`src/rtl/mvt_pkg.sv`:
```
package mvt_pkg;
  typedef enum logic {LD_WEIGHT = 1'b0, LD_THRESH = 1'b1} ld_kind_e;

  function automatic int idx_w(input int n);
    return (n > 1) ? $clog2(n) : 1;
  endfunction
endpackage

```
`src/rtl/mvt_ctrl.sv`:
```
module mvt_ctrl #(
  parameter int F  = 2,
  parameter int G  = 2,
  parameter int FW = 1,
  parameter int GW = 1
) (
  input  logic          clk,
  input  logic          rst_n,
  input  logic          adv,
  output logic [FW-1:0] fold,
  output logic [GW-1:0] grp,
  output logic          first,
  output logic          last
);
  assign first = (fold == '0);
  assign last  = (fold == FW'(F - 1));

  always_ff @(posedge clk) begin
    if (!rst_n) begin
      fold <= '0;
      grp  <= '0;
    end else if (adv) begin
      if (last) begin
        fold <= '0;
        grp  <= (grp == GW'(G - 1)) ? '0 : grp + GW'(1);
      end else begin
        fold <= fold + FW'(1);
      end
    end
  end
endmodule

```
`src/rtl/mvt_vecbuf.sv`:
```
module mvt_vecbuf #(
  parameter int F  = 2,
  parameter int CW = 8,
  parameter int FW = 1
) (
  input  logic          clk,
  input  logic          capture,
  input  logic          live,
  input  logic [FW-1:0] fold,
  input  logic [CW-1:0] in_chunk,
  output logic [CW-1:0] chunk
);
  logic [CW-1:0] vec_q [F];

  always_ff @(posedge clk) begin
    if (capture) vec_q[fold] <= in_chunk;
  end

  assign chunk = live ? in_chunk : vec_q[fold];
endmodule

```
`src/rtl/mvt_pe.sv`:
```
module mvt_pe #(
  parameter int Q    = 2,
  parameter int W    = 2,
  parameter int IA   = 4,
  parameter int A    = 2,
  parameter int F    = 2,
  parameter int G    = 2,
  parameter int ACCW = 10,
  parameter int FW   = 1,
  parameter int GW   = 1,
  parameter int LAW  = 3,
  parameter int LDW  = 10
) (
  input  logic            clk,
  input  logic            rst_n,
  input  logic            we_w,
  input  logic            we_t,
  input  logic [LAW-1:0]  ld_addr,
  input  logic [LDW-1:0]  ld_data,
  input  logic [Q*IA-1:0] chunk,
  input  logic [FW-1:0]   fold,
  input  logic [GW-1:0]   grp,
  input  logic            fire,
  input  logic            first,
  output logic [A-1:0]    act
);
  localparam int NT  = (1 << A) - 1;
  localparam int PW  = IA + W + 1;
  localparam int WAW = mvt_pkg::idx_w(G * F);
  localparam int TAW = mvt_pkg::idx_w(G * NT);

  logic [Q*W-1:0]         wmem [G*F];
  logic signed [ACCW-1:0] tmem [G*NT];
  logic signed [ACCW-1:0] acc_q, tree, total;
  logic signed [PW-1:0]   prod [Q];
  logic [Q*W-1:0]         wrow;
  logic [WAW-1:0]         waddr;
  logic [TAW-1:0]         tbase;

  always_ff @(posedge clk) begin
    if (we_w) wmem[ld_addr[WAW-1:0]] <= ld_data[Q*W-1:0];
    if (we_t) tmem[ld_addr[TAW-1:0]] <= ld_data[ACCW-1:0];
  end

  assign waddr = WAW'(grp) * WAW'(F) + WAW'(fold);
  assign tbase = TAW'(grp) * TAW'(NT);
  assign wrow  = wmem[waddr];

  for (genvar k = 0; k < Q; k++) begin : g_lane
    assign prod[k] = $signed({1'b0, chunk[k*IA +: IA]}) * $signed(wrow[k*W +: W]);
  end

  always_comb begin
    tree = '0;
    for (int k = 0; k < Q; k++)
      tree = tree + {{(ACCW-PW){prod[k][PW-1]}}, prod[k]};
  end

  assign total = (first ? '0 : acc_q) + tree;

  always_ff @(posedge clk) begin
    if (!rst_n)    acc_q <= '0;
    else if (fire) acc_q <= total;
  end

  always_comb begin
    act = '0;
    for (int i = 0; i < NT; i++)
      if (tmem[tbase + TAW'(i)] <= total) act = act + A'(1);
  end
endmodule

```
`src/rtl/mvt_unit.sv`:
```
module mvt_unit
  import mvt_pkg::*;
#(
  parameter int P  = 2,
  parameter int Q  = 2,
  parameter int D  = 4,
  parameter int OC = 4,
  parameter int W  = 2,
  parameter int IA = 4,
  parameter int A  = 2,
  localparam int F    = D / Q,
  localparam int G    = OC / P,
  localparam int NT   = (1 << A) - 1,
  localparam int ACCW = IA + W + 2 + $clog2(D),
  localparam int PSW  = idx_w(P),
  localparam int FW   = idx_w(F),
  localparam int GW   = idx_w(G),
  localparam int LAW  = (idx_w(G * F) > idx_w(G * NT)) ? idx_w(G * F) : idx_w(G * NT),
  localparam int LDW  = (Q * W > ACCW) ? Q * W : ACCW
) (
  input  logic            clk,
  input  logic            rst_n,
  input  logic            ld_valid,
  input  logic            ld_kind,
  input  logic [PSW-1:0]  ld_pe,
  input  logic [LAW-1:0]  ld_addr,
  input  logic [LDW-1:0]  ld_data,
  input  logic            in_valid,
  output logic            in_ready,
  input  logic [Q*IA-1:0] in_data,
  output logic            out_valid,
  input  logic            out_ready,
  output logic [P*A-1:0]  out_data
);
  ld_kind_e        kind;
  logic [FW-1:0]   fold;
  logic [GW-1:0]   grp;
  logic            first, last, live, slot_free, fire;
  logic [Q*IA-1:0] chunk;
  logic [P*A-1:0]  acts;

  assign kind      = ld_kind_e'(ld_kind);
  assign live      = (grp == '0);
  assign slot_free = !out_valid || out_ready;
  assign in_ready  = live && slot_free;
  assign fire      = slot_free && (live ? in_valid : 1'b1);

  mvt_ctrl #(.F(F), .G(G), .FW(FW), .GW(GW)) u_ctrl (
    .clk(clk), .rst_n(rst_n), .adv(fire),
    .fold(fold), .grp(grp), .first(first), .last(last)
  );

  mvt_vecbuf #(.F(F), .CW(Q*IA), .FW(FW)) u_vbuf (
    .clk(clk), .capture(fire && live), .live(live), .fold(fold),
    .in_chunk(in_data), .chunk(chunk)
  );

  for (genvar p = 0; p < P; p++) begin : g_pe
    mvt_pe #(
      .Q(Q), .W(W), .IA(IA), .A(A), .F(F), .G(G), .ACCW(ACCW),
      .FW(FW), .GW(GW), .LAW(LAW), .LDW(LDW)
    ) u_pe (
      .clk(clk), .rst_n(rst_n),
      .we_w(ld_valid && kind == LD_WEIGHT && ld_pe == PSW'(p)),
      .we_t(ld_valid && kind == LD_THRESH && ld_pe == PSW'(p)),
      .ld_addr(ld_addr), .ld_data(ld_data),
      .chunk(chunk), .fold(fold), .grp(grp),
      .fire(fire), .first(first),
      .act(acts[p*A +: A])
    );
  end

  always_ff @(posedge clk) begin
    if (!rst_n) begin
      out_valid <= 1'b0;
      out_data  <= '0;
    end else if (fire && last) begin
      out_valid <= 1'b1;
      out_data  <= acts;
    end else if (out_ready) begin
      out_valid <= 1'b0;
    end
  end
endmodule

```
`config.mk`:
```
export PLATFORM = sky130hd
export DESIGN_NAME = mvt_unit
export DESIGN_NICKNAME = d
export VERILOG_FILES = /design/src/rtl/mvt_pkg.sv /design/src/rtl/mvt_ctrl.sv /design/src/rtl/mvt_vecbuf.sv /design/src/rtl/mvt_pe.sv /design/src/rtl/mvt_unit.sv
export SDC_FILE = /design/constraint.sdc
export NUM_CORES = 1
export LEC_CHECK = 0
export ABC_CLOCK_PERIOD_IN_PS = 7900
export BUFFER_PORTS_ARGS = -buffer_cell sky130_fd_sc_hd__clkbuf_2
export CELL_PAD_IN_SITES_DETAIL_PLACEMENT = 1
export CELL_PAD_IN_SITES_GLOBAL_PLACEMENT = 1
export CORE_AREA = 2 2 143 159
export DETAILED_ROUTE_END_ITERATION = 8
export DIE_AREA = 0 0 145 161
export PLACE_DENSITY_LB_ADDON = 0.2
export SLEW_MARGIN = 20
export SYNTH_ARGS = -nofsm -noshare
export SYNTH_HDL_FRONTEND = slang
export SYNTH_SLANG_ARGS = --single-unit
```
`constraint.sdc`:
```
create_clock -name clk -period 7.9 [get_ports clk]
set_clock_uncertainty 0.15 [all_clocks]
set_input_delay 1.58 -clock clk [delete_from_list [all_inputs] [get_ports clk]]
set_output_delay 1.58 -clock clk [all_outputs]
set_load 0.01 [all_outputs]
```
# --- Word level (Yosys, flattened, before mapping) ---
# Memory sizes are Yosys's and may differ from the RTL's. A register that Yosys moved wholly into a read port is not among the register bits.
# Cells that the tools add are included.
classes:
  addsub: 13
  multipliers: 5
  order_cmp: 6
  muxes: 26
  bitwise: 3
  reduce_logical: 14
ops:
  columns: ["operator", "n"]
  rows:
  - ["10-bit <= comparator", 6]
  - ["5-bit by 2-bit multiplier with 7-bit output", 4]
  - ["10-bit adder", 2]
  - ["10-bit two-way mux", 2]
  - ["1-bit two-way mux", 19]
  - ["7-bit by 7-bit adder with 8-bit output", 2]
  - ["1-bit logical AND", 10]
  - ["2-bit two-way mux", 4]
  - ["8-bit two-way mux", 1]
  - ["1-bit by 1-bit adder with 2-bit output, second input constant", 2]
  - ["2-bit by 1-bit adder with 2-bit output, second input constant", 2]
  - ["3-bit by 1-bit adder with 3-bit output, second input constant", 1]
  - ["3-bit by 2-bit adder with 3-bit output, second input constant", 1]
  - ["1-bit by 2-bit multiplier with 3-bit output, second input constant", 1]
  - ["1-bit NOT", 3]
  - ["1-bit adder, second input constant", 2]
  - ["2-bit by 1-bit adder with 2-bit output", 1]
  - ["2-bit AND reduction", 1]
  - ["2-bit nonzero test", 1]
  - ["1-bit zero test", 1]
  - ["1-bit logical OR", 1]
totals:
  register_bits: 27
  ram_bits: 168
  in_bits: 28
  output_inout_bits: 6
  elab_cells: 78
  mem_count: 5
mem_list:
  columns: ["name", "depth", "word_bits", "rd", "rd_ports_with_merged_regs", "write_ports", "line", "text"]
  rows:
  - ["g_pe[0].u_pe.tmem", 6, 10, 3, 0, 1, "mvt_pe.sv:33", "logic signed [ACCW-1:0] tmem [G*NT];"]
  - ["g_pe[1].u_pe.tmem", 6, 10, 3, 0, 1, "mvt_pe.sv:33", null]
  - ["g_pe[0].u_pe.wmem", 4, 4, 1, 0, 1, "mvt_pe.sv:32", "logic [Q*W-1:0] wmem [G*F];"]
  - ["g_pe[1].u_pe.wmem", 4, 4, 1, 0, 1, "mvt_pe.sv:32", null]
  - ["u_vbuf.vec_q", 2, 8, 1, 1, 1, "mvt_vecbuf.sv:13", "logic [CW-1:0] vec_q [F];"]

# --- Longest topological paths before layout ---
# An unclocked memory read counts as a cell.
logic_depth:
  word_depth: 11
  depth_mapped: 33
  depth_no_buf: 31

# --- Modules after synthesis ---
# A second synthesis with hierarchy kept.
unflattened:
  hier_cells: 897
  area_unflattened_um2: 11309.6
by_module_without_submodules:
  columns: ["module", "instances", "cells_per_inst", "area_per_inst_um2", "seq_area_each_um2"]
  rows:
  - ["mvt_pe at g_pe[0].u_pe", 1, 407, 5152.4, 2482.4]
  - ["mvt_pe at g_pe[1].u_pe", 1, 405, 5133.7, 2482.4]
  - ["mvt_vecbuf", 1, 44, 666.9, 480.5]
  - ["mvt_unit", 1, 31, 266.5, 100.1]
  - ["mvt_ctrl", 1, 10, 90.1, 40.0]

# --- Worst setup path after synthesis ---
# Ideal clock, no wire load.
synth_timing:
  path_type: "in2reg"
  start: "input in_data[5]"
  end: "register out_data[2]"
  setup_time_ns: 0.122
  t_arrival_ns: 7.066
  required_ns: 7.628
  slack_ns: 0.562
  path_stages: 28
  n_path_buf: 0
  cell_sequence: "nor2_1 > a21oi_1 > nand2_1 > fa_1 > inv_1 > ha_1 > inv_1 > fa_1 > inv_1 > ha_1 > inv_1 > fa_1 > inv_1 > ha_1 > nor2b_1 > o21ai_0 > a21boi_0 > o21ai_0 > nand2_1 > xnor2_1 > ha_1 > a21o_1 > o21ai_0 > a211oi_1 > maj3_1 > ha_1 > and3_1 > a311o_1"
synth_between:
  elab_chain_cells: 10
  elab_cells_between_ends: 12
  classes_between: "add/sub: 4; mul: 1; order compare: 3; mux: 4"
synth_rtl:
  columns: ["item", "line", "text"]
  rows:
  - ["start: declaration", "mvt_unit.sv:30", "input logic [Q*IA-1:0] in_data,"]
  - ["8-bit two-way mux (*)", "mvt_vecbuf.sv:19", "assign chunk = live ? in_chunk : vec_q[fold];"]
  - ["5-bit by 2-bit multiplier with 7-bit output (*)", "mvt_pe.sv:50", "assign prod[k] = $signed({1'b0, chunk[k*IA +: IA]}) * $signed(wrow[k*W +: W]);"]
  - ["7-bit by 7-bit adder with 8-bit output (*)", "mvt_pe.sv:56", "tree = tree + {{(ACCW-PW){prod[k][PW-1]}}, prod[k]};"]
  - ["10-bit adder (*)", "mvt_pe.sv:59", "assign total = (first ? '0 : acc_q) + tree;"]
  - ["10-bit <= comparator", "mvt_pe.sv:69", "if (tmem[tbase + TAW'(i)] <= total) act = act + A'(1);"]
  - ["1-bit two-way mux", "mvt_pe.sv:69", null]
  - ["1-bit by 1-bit adder with 2-bit output", "mvt_pe.sv:69", null]
  - ["2-bit two-way mux", "mvt_pe.sv:69", null]
  - ["2-bit by 1-bit adder with 2-bit output", "mvt_pe.sv:69", null]
  - ["2-bit two-way mux (*)", "mvt_pe.sv:69", null]
  - ["end signal: assignment", "mvt_unit.sv:79", "out_data <= acts;"]
  - ["end: declaration", "mvt_unit.sv:33", "output logic [P*A-1:0] out_data"]
# Every way passes the cells marked *; elsewhere a longest branch is shown, timed or not.
# A chain may end at the register's enable or synchronous reset.

# --- Final worst setup path ---
layout_timing:
  start: "input in_data[4]"
  end: "register out_data[2]"
# Same word-level chain as after synthesis.

==> qor.yml <==
io_buffers: 33
hold_ws_ns: 0.319
synth_edf_count: 168
routed.top_layer: "met4"
drive_above_1_share_pct: 18.2
synth.area.top_cells: "edfxtp_1, ha_1, mux2_2"
yosysUniqueCellTypes: 63
place.gp.congestion: 0.821
insertion_delay_ns: 0.45
avgSynthCellArea_um2: 12.4
finalSetupTns_ns: 0
die-area_um2: 23300
die_x_um: 145
first_global_vias: 7861
setup_viol: 0
r2r-end: "out_data[2]"
grt_overflow_total: 0
cp.arrival_ns: 7.65
route.met2.wl_um: 13900
clkTransAtPathRegs_ns: 0.08
cts_hold_buffers: 0
r2r_setup_slack_ns: 0.62
synthMostInstantiatedCell: "edfxtp_1"
drv_slew: 0
min_path_type: "reg2reg"
clk_path_buf_depth: 2
ys_seq_area_share_pct: 51.1
reg2reg_depth: 23
required_ns: 8.09
slew_headroom_pct: 35.1
nets: 1084
synth_top_area_share_pct: 46.0
fin_crit_sh_pct: 94.4
critical_path_class: "in2reg"
cts_buffers: 17
h-tree-depth: 4
min_from: "g_pe[1].u_pe.acc_q[0]"
worstReg2RegStart: "u_ctrl.fold"
cts_sinks: 196
yosysTopAreaCell: "edfxtp_1"
dp_hpwl_um: 19100
ant_nets: 0
end_kind: "flip-flop"
core_area_um2: 21800
grt_first_pass_wirelength_um: 41900
syn_area_um2: 11000
io_pins: 34
synth_ff_type: "edfxtp_1"
route.detailed.drc: 0
finalHoldViolCount: 0
worst_slew_pin_slew_ns: 0.970
via_per_inst: 5.69
area.growth.synth_to_final_pct: 11.5
status: "complete, no violations"
cts-root-buf: "clkbuf_16"
synth_nets: 1035
core.rowCount: 57
cap_violations: 0
crit_path_max_incr_delay_ns: 0.54
fin_crit_ns: 7.46
crit_fanout: 4
whs_endpoint: "g_pe[1].u_pe.acc_q[0]"
synthTopCellsByCount: "edfxtp_1, ha_1, nor2_1"
rsz0062_at_grt: "no"
slowest_stage: "fa_1"
vias: 7058
grt_antenna_before_repair: 0
wl_per_cell_um: 21.0
cp-start-kind: "input port"
synth-seq-cells: 196
async_reset_ff_share_pct: 0
fp.dieH_um: 161
yosys_warnings: 0
start_util_pct: 50.4
hold_depth: 2
route.final.wire_length_um: 26100
drt_iter0_markers: 396
wl_met1_um: 10900
grt_start_max_net_pins: 64
first_pass_iters: 5
syn_inst: 884
num-fill-cells: 2235
track_usage_pct: 23.3
cts_tree: "yes"
diodes: 0
dr_wl_met3_um: 639
fmaxAchievable_mhz: 134
[metrics by stage]
| step | area, um2 | worst slack, ns | utilization [%] | instances |
|---|---|---|---|---|
| after global routing | 12200 | 0.0186 | 56.2 | 1241 |
| after CTS | 12200 | 0.317 | 56.1 | 1241 |
| after floorplan | 11000 | 0.562 | - | 884 |
| final | 12200 | 0.441 | 56.2 | 1241 |
| after global placement | 11600 | -0.0173 | 53.2 | 1209 |
| after detailed placement | 11600 | -0.127 | 53.2 | 1209 |
[placed cells by master (no fill, tap or decap), types with 4 or more instances in the layout]
master / Yosys / final
a211o_1: 5 / 5
a211oi_1: 8 / 8
a21boi_0: 6 / 6
a21o_1: 9 / 9
a21oi_1: 36 / 36
and2_1: 27 / 27
and3_1: 6 / 6
buf_4: 0 / 22
clkbuf_16: 0 / 17
clkbuf_2: 0 / 33
dfxtp_1: 28 / 27
edfxtp_1: 168 / 168
fa_1: 19 / 19
ha_1: 104 / 104
inv_1: 50 / 50
inv_6: 0 / 5
inv_8: 0 / 4
maj3_1: 7 / 7
mux2_2: 52 / 52
mux2i_1: 19 / 19
mux4_2: 8 / 8
nand2_1: 54 / 54
nand2b_1: 7 / 7
nand3_1: 10 / 10
nand4_1: 8 / 8
nor2_1: 74 / 72
nor2b_1: 22 / 22
nor3_1: 10 / 6
nor3_2: 0 / 4
nor3b_1: 6 / 5
o211ai_1: 5 / 5
o21a_1: 16 / 16
o21ai_0: 30 / 27
xnor2_1: 16 / 15
xor2_1: 5 / 5
[cells by family (layout without fill, tap and decap cells)]
| group | Yosys count | in the layout | synth area share [%] |
|---|---|---|---|
| AOI/OAI and AO/OA | 146 | 146 | 9.41 |
| and+or+nand+nor | 236 | 236 | 10.6 |
| muxes | 79 | 79 | 8.71 |
| adders and majority gates | 130 | 130 | 16.0 |
| xor gates and xnor gates | 21 | 21 | 1.68 |
| buffers and inverters | 76 | 138 | 2.60 |
| DFF | 196 | 196 | 51.1 |
[routing by layer]
layer / GRT usage (%) / vias to the layer above
li1: - / 3359
met1: 27.5 / 3541
met2: 43.5 / 117
met3: 3.05 / 41
met4: 8.46 / 0
met5: 0 / -
[layout make-up]
cell class | count | area [um2] | share of cell area, %
inverters | 51 | 191 | 1.57
repair buffers | 55 | 330 | 2.70
clock buffers | 17 | 425 | 3.48
clock inverters | 15 | 185 | 1.51
flip-flops and latches | 196 | 5610 | 45.9
multi-input cells | 612 | 5120 | 41.9
well taps | 295 | 369 | 3.02
[how the worst max path moves through the flow]
stage | slack (ns) | endpoint | start
3_3_place_gp | -0.02 | out_data[0] | in_data[5]
6_report | 0.44 | out_data[2] | in_data[4]
4_1_cts | 0.32 | out_data[0] | in_data[5]
2_1_floorplan | 0.56 | out_data[2] | in_data[5]
5_1_grt | 0.02 | out_data[2] | in_data[4]
3_5_place_dp | -0.13 | out_data[0] | in_data[5]
[registers in the layout, indices dropped and copies added (netlist names), named ones only]
signal,flops
out_valid,1
u_ctrl.grp,1
u_vbuf.vec_q,16
u_ctrl.fold,1
g_pe.u_pe.acc_q,20
g_pe.u_pe.wmem,32
g_pe.u_pe.tmem,120
out_data,4
[worst max-delay path, delay by kind of cell]
family                     cells  cell delay (ns)
buffers and inverters          6             0.39
xor gates and xnor gates       1             0.40
and+or+nand+nor                5             0.61
adders and majority gates      9             3.15
AOI/OAI and AO/OA              8             1.48
[repair_timing]
item | CTS | global route
buffers inserted | 0 | 0
resized for setup | 0 | 9
setup endpoints to repair | 0 | 3
Power is not shown: default switching activity piles up to over one toggle a cycle in this logic, so the estimate is an artifact.
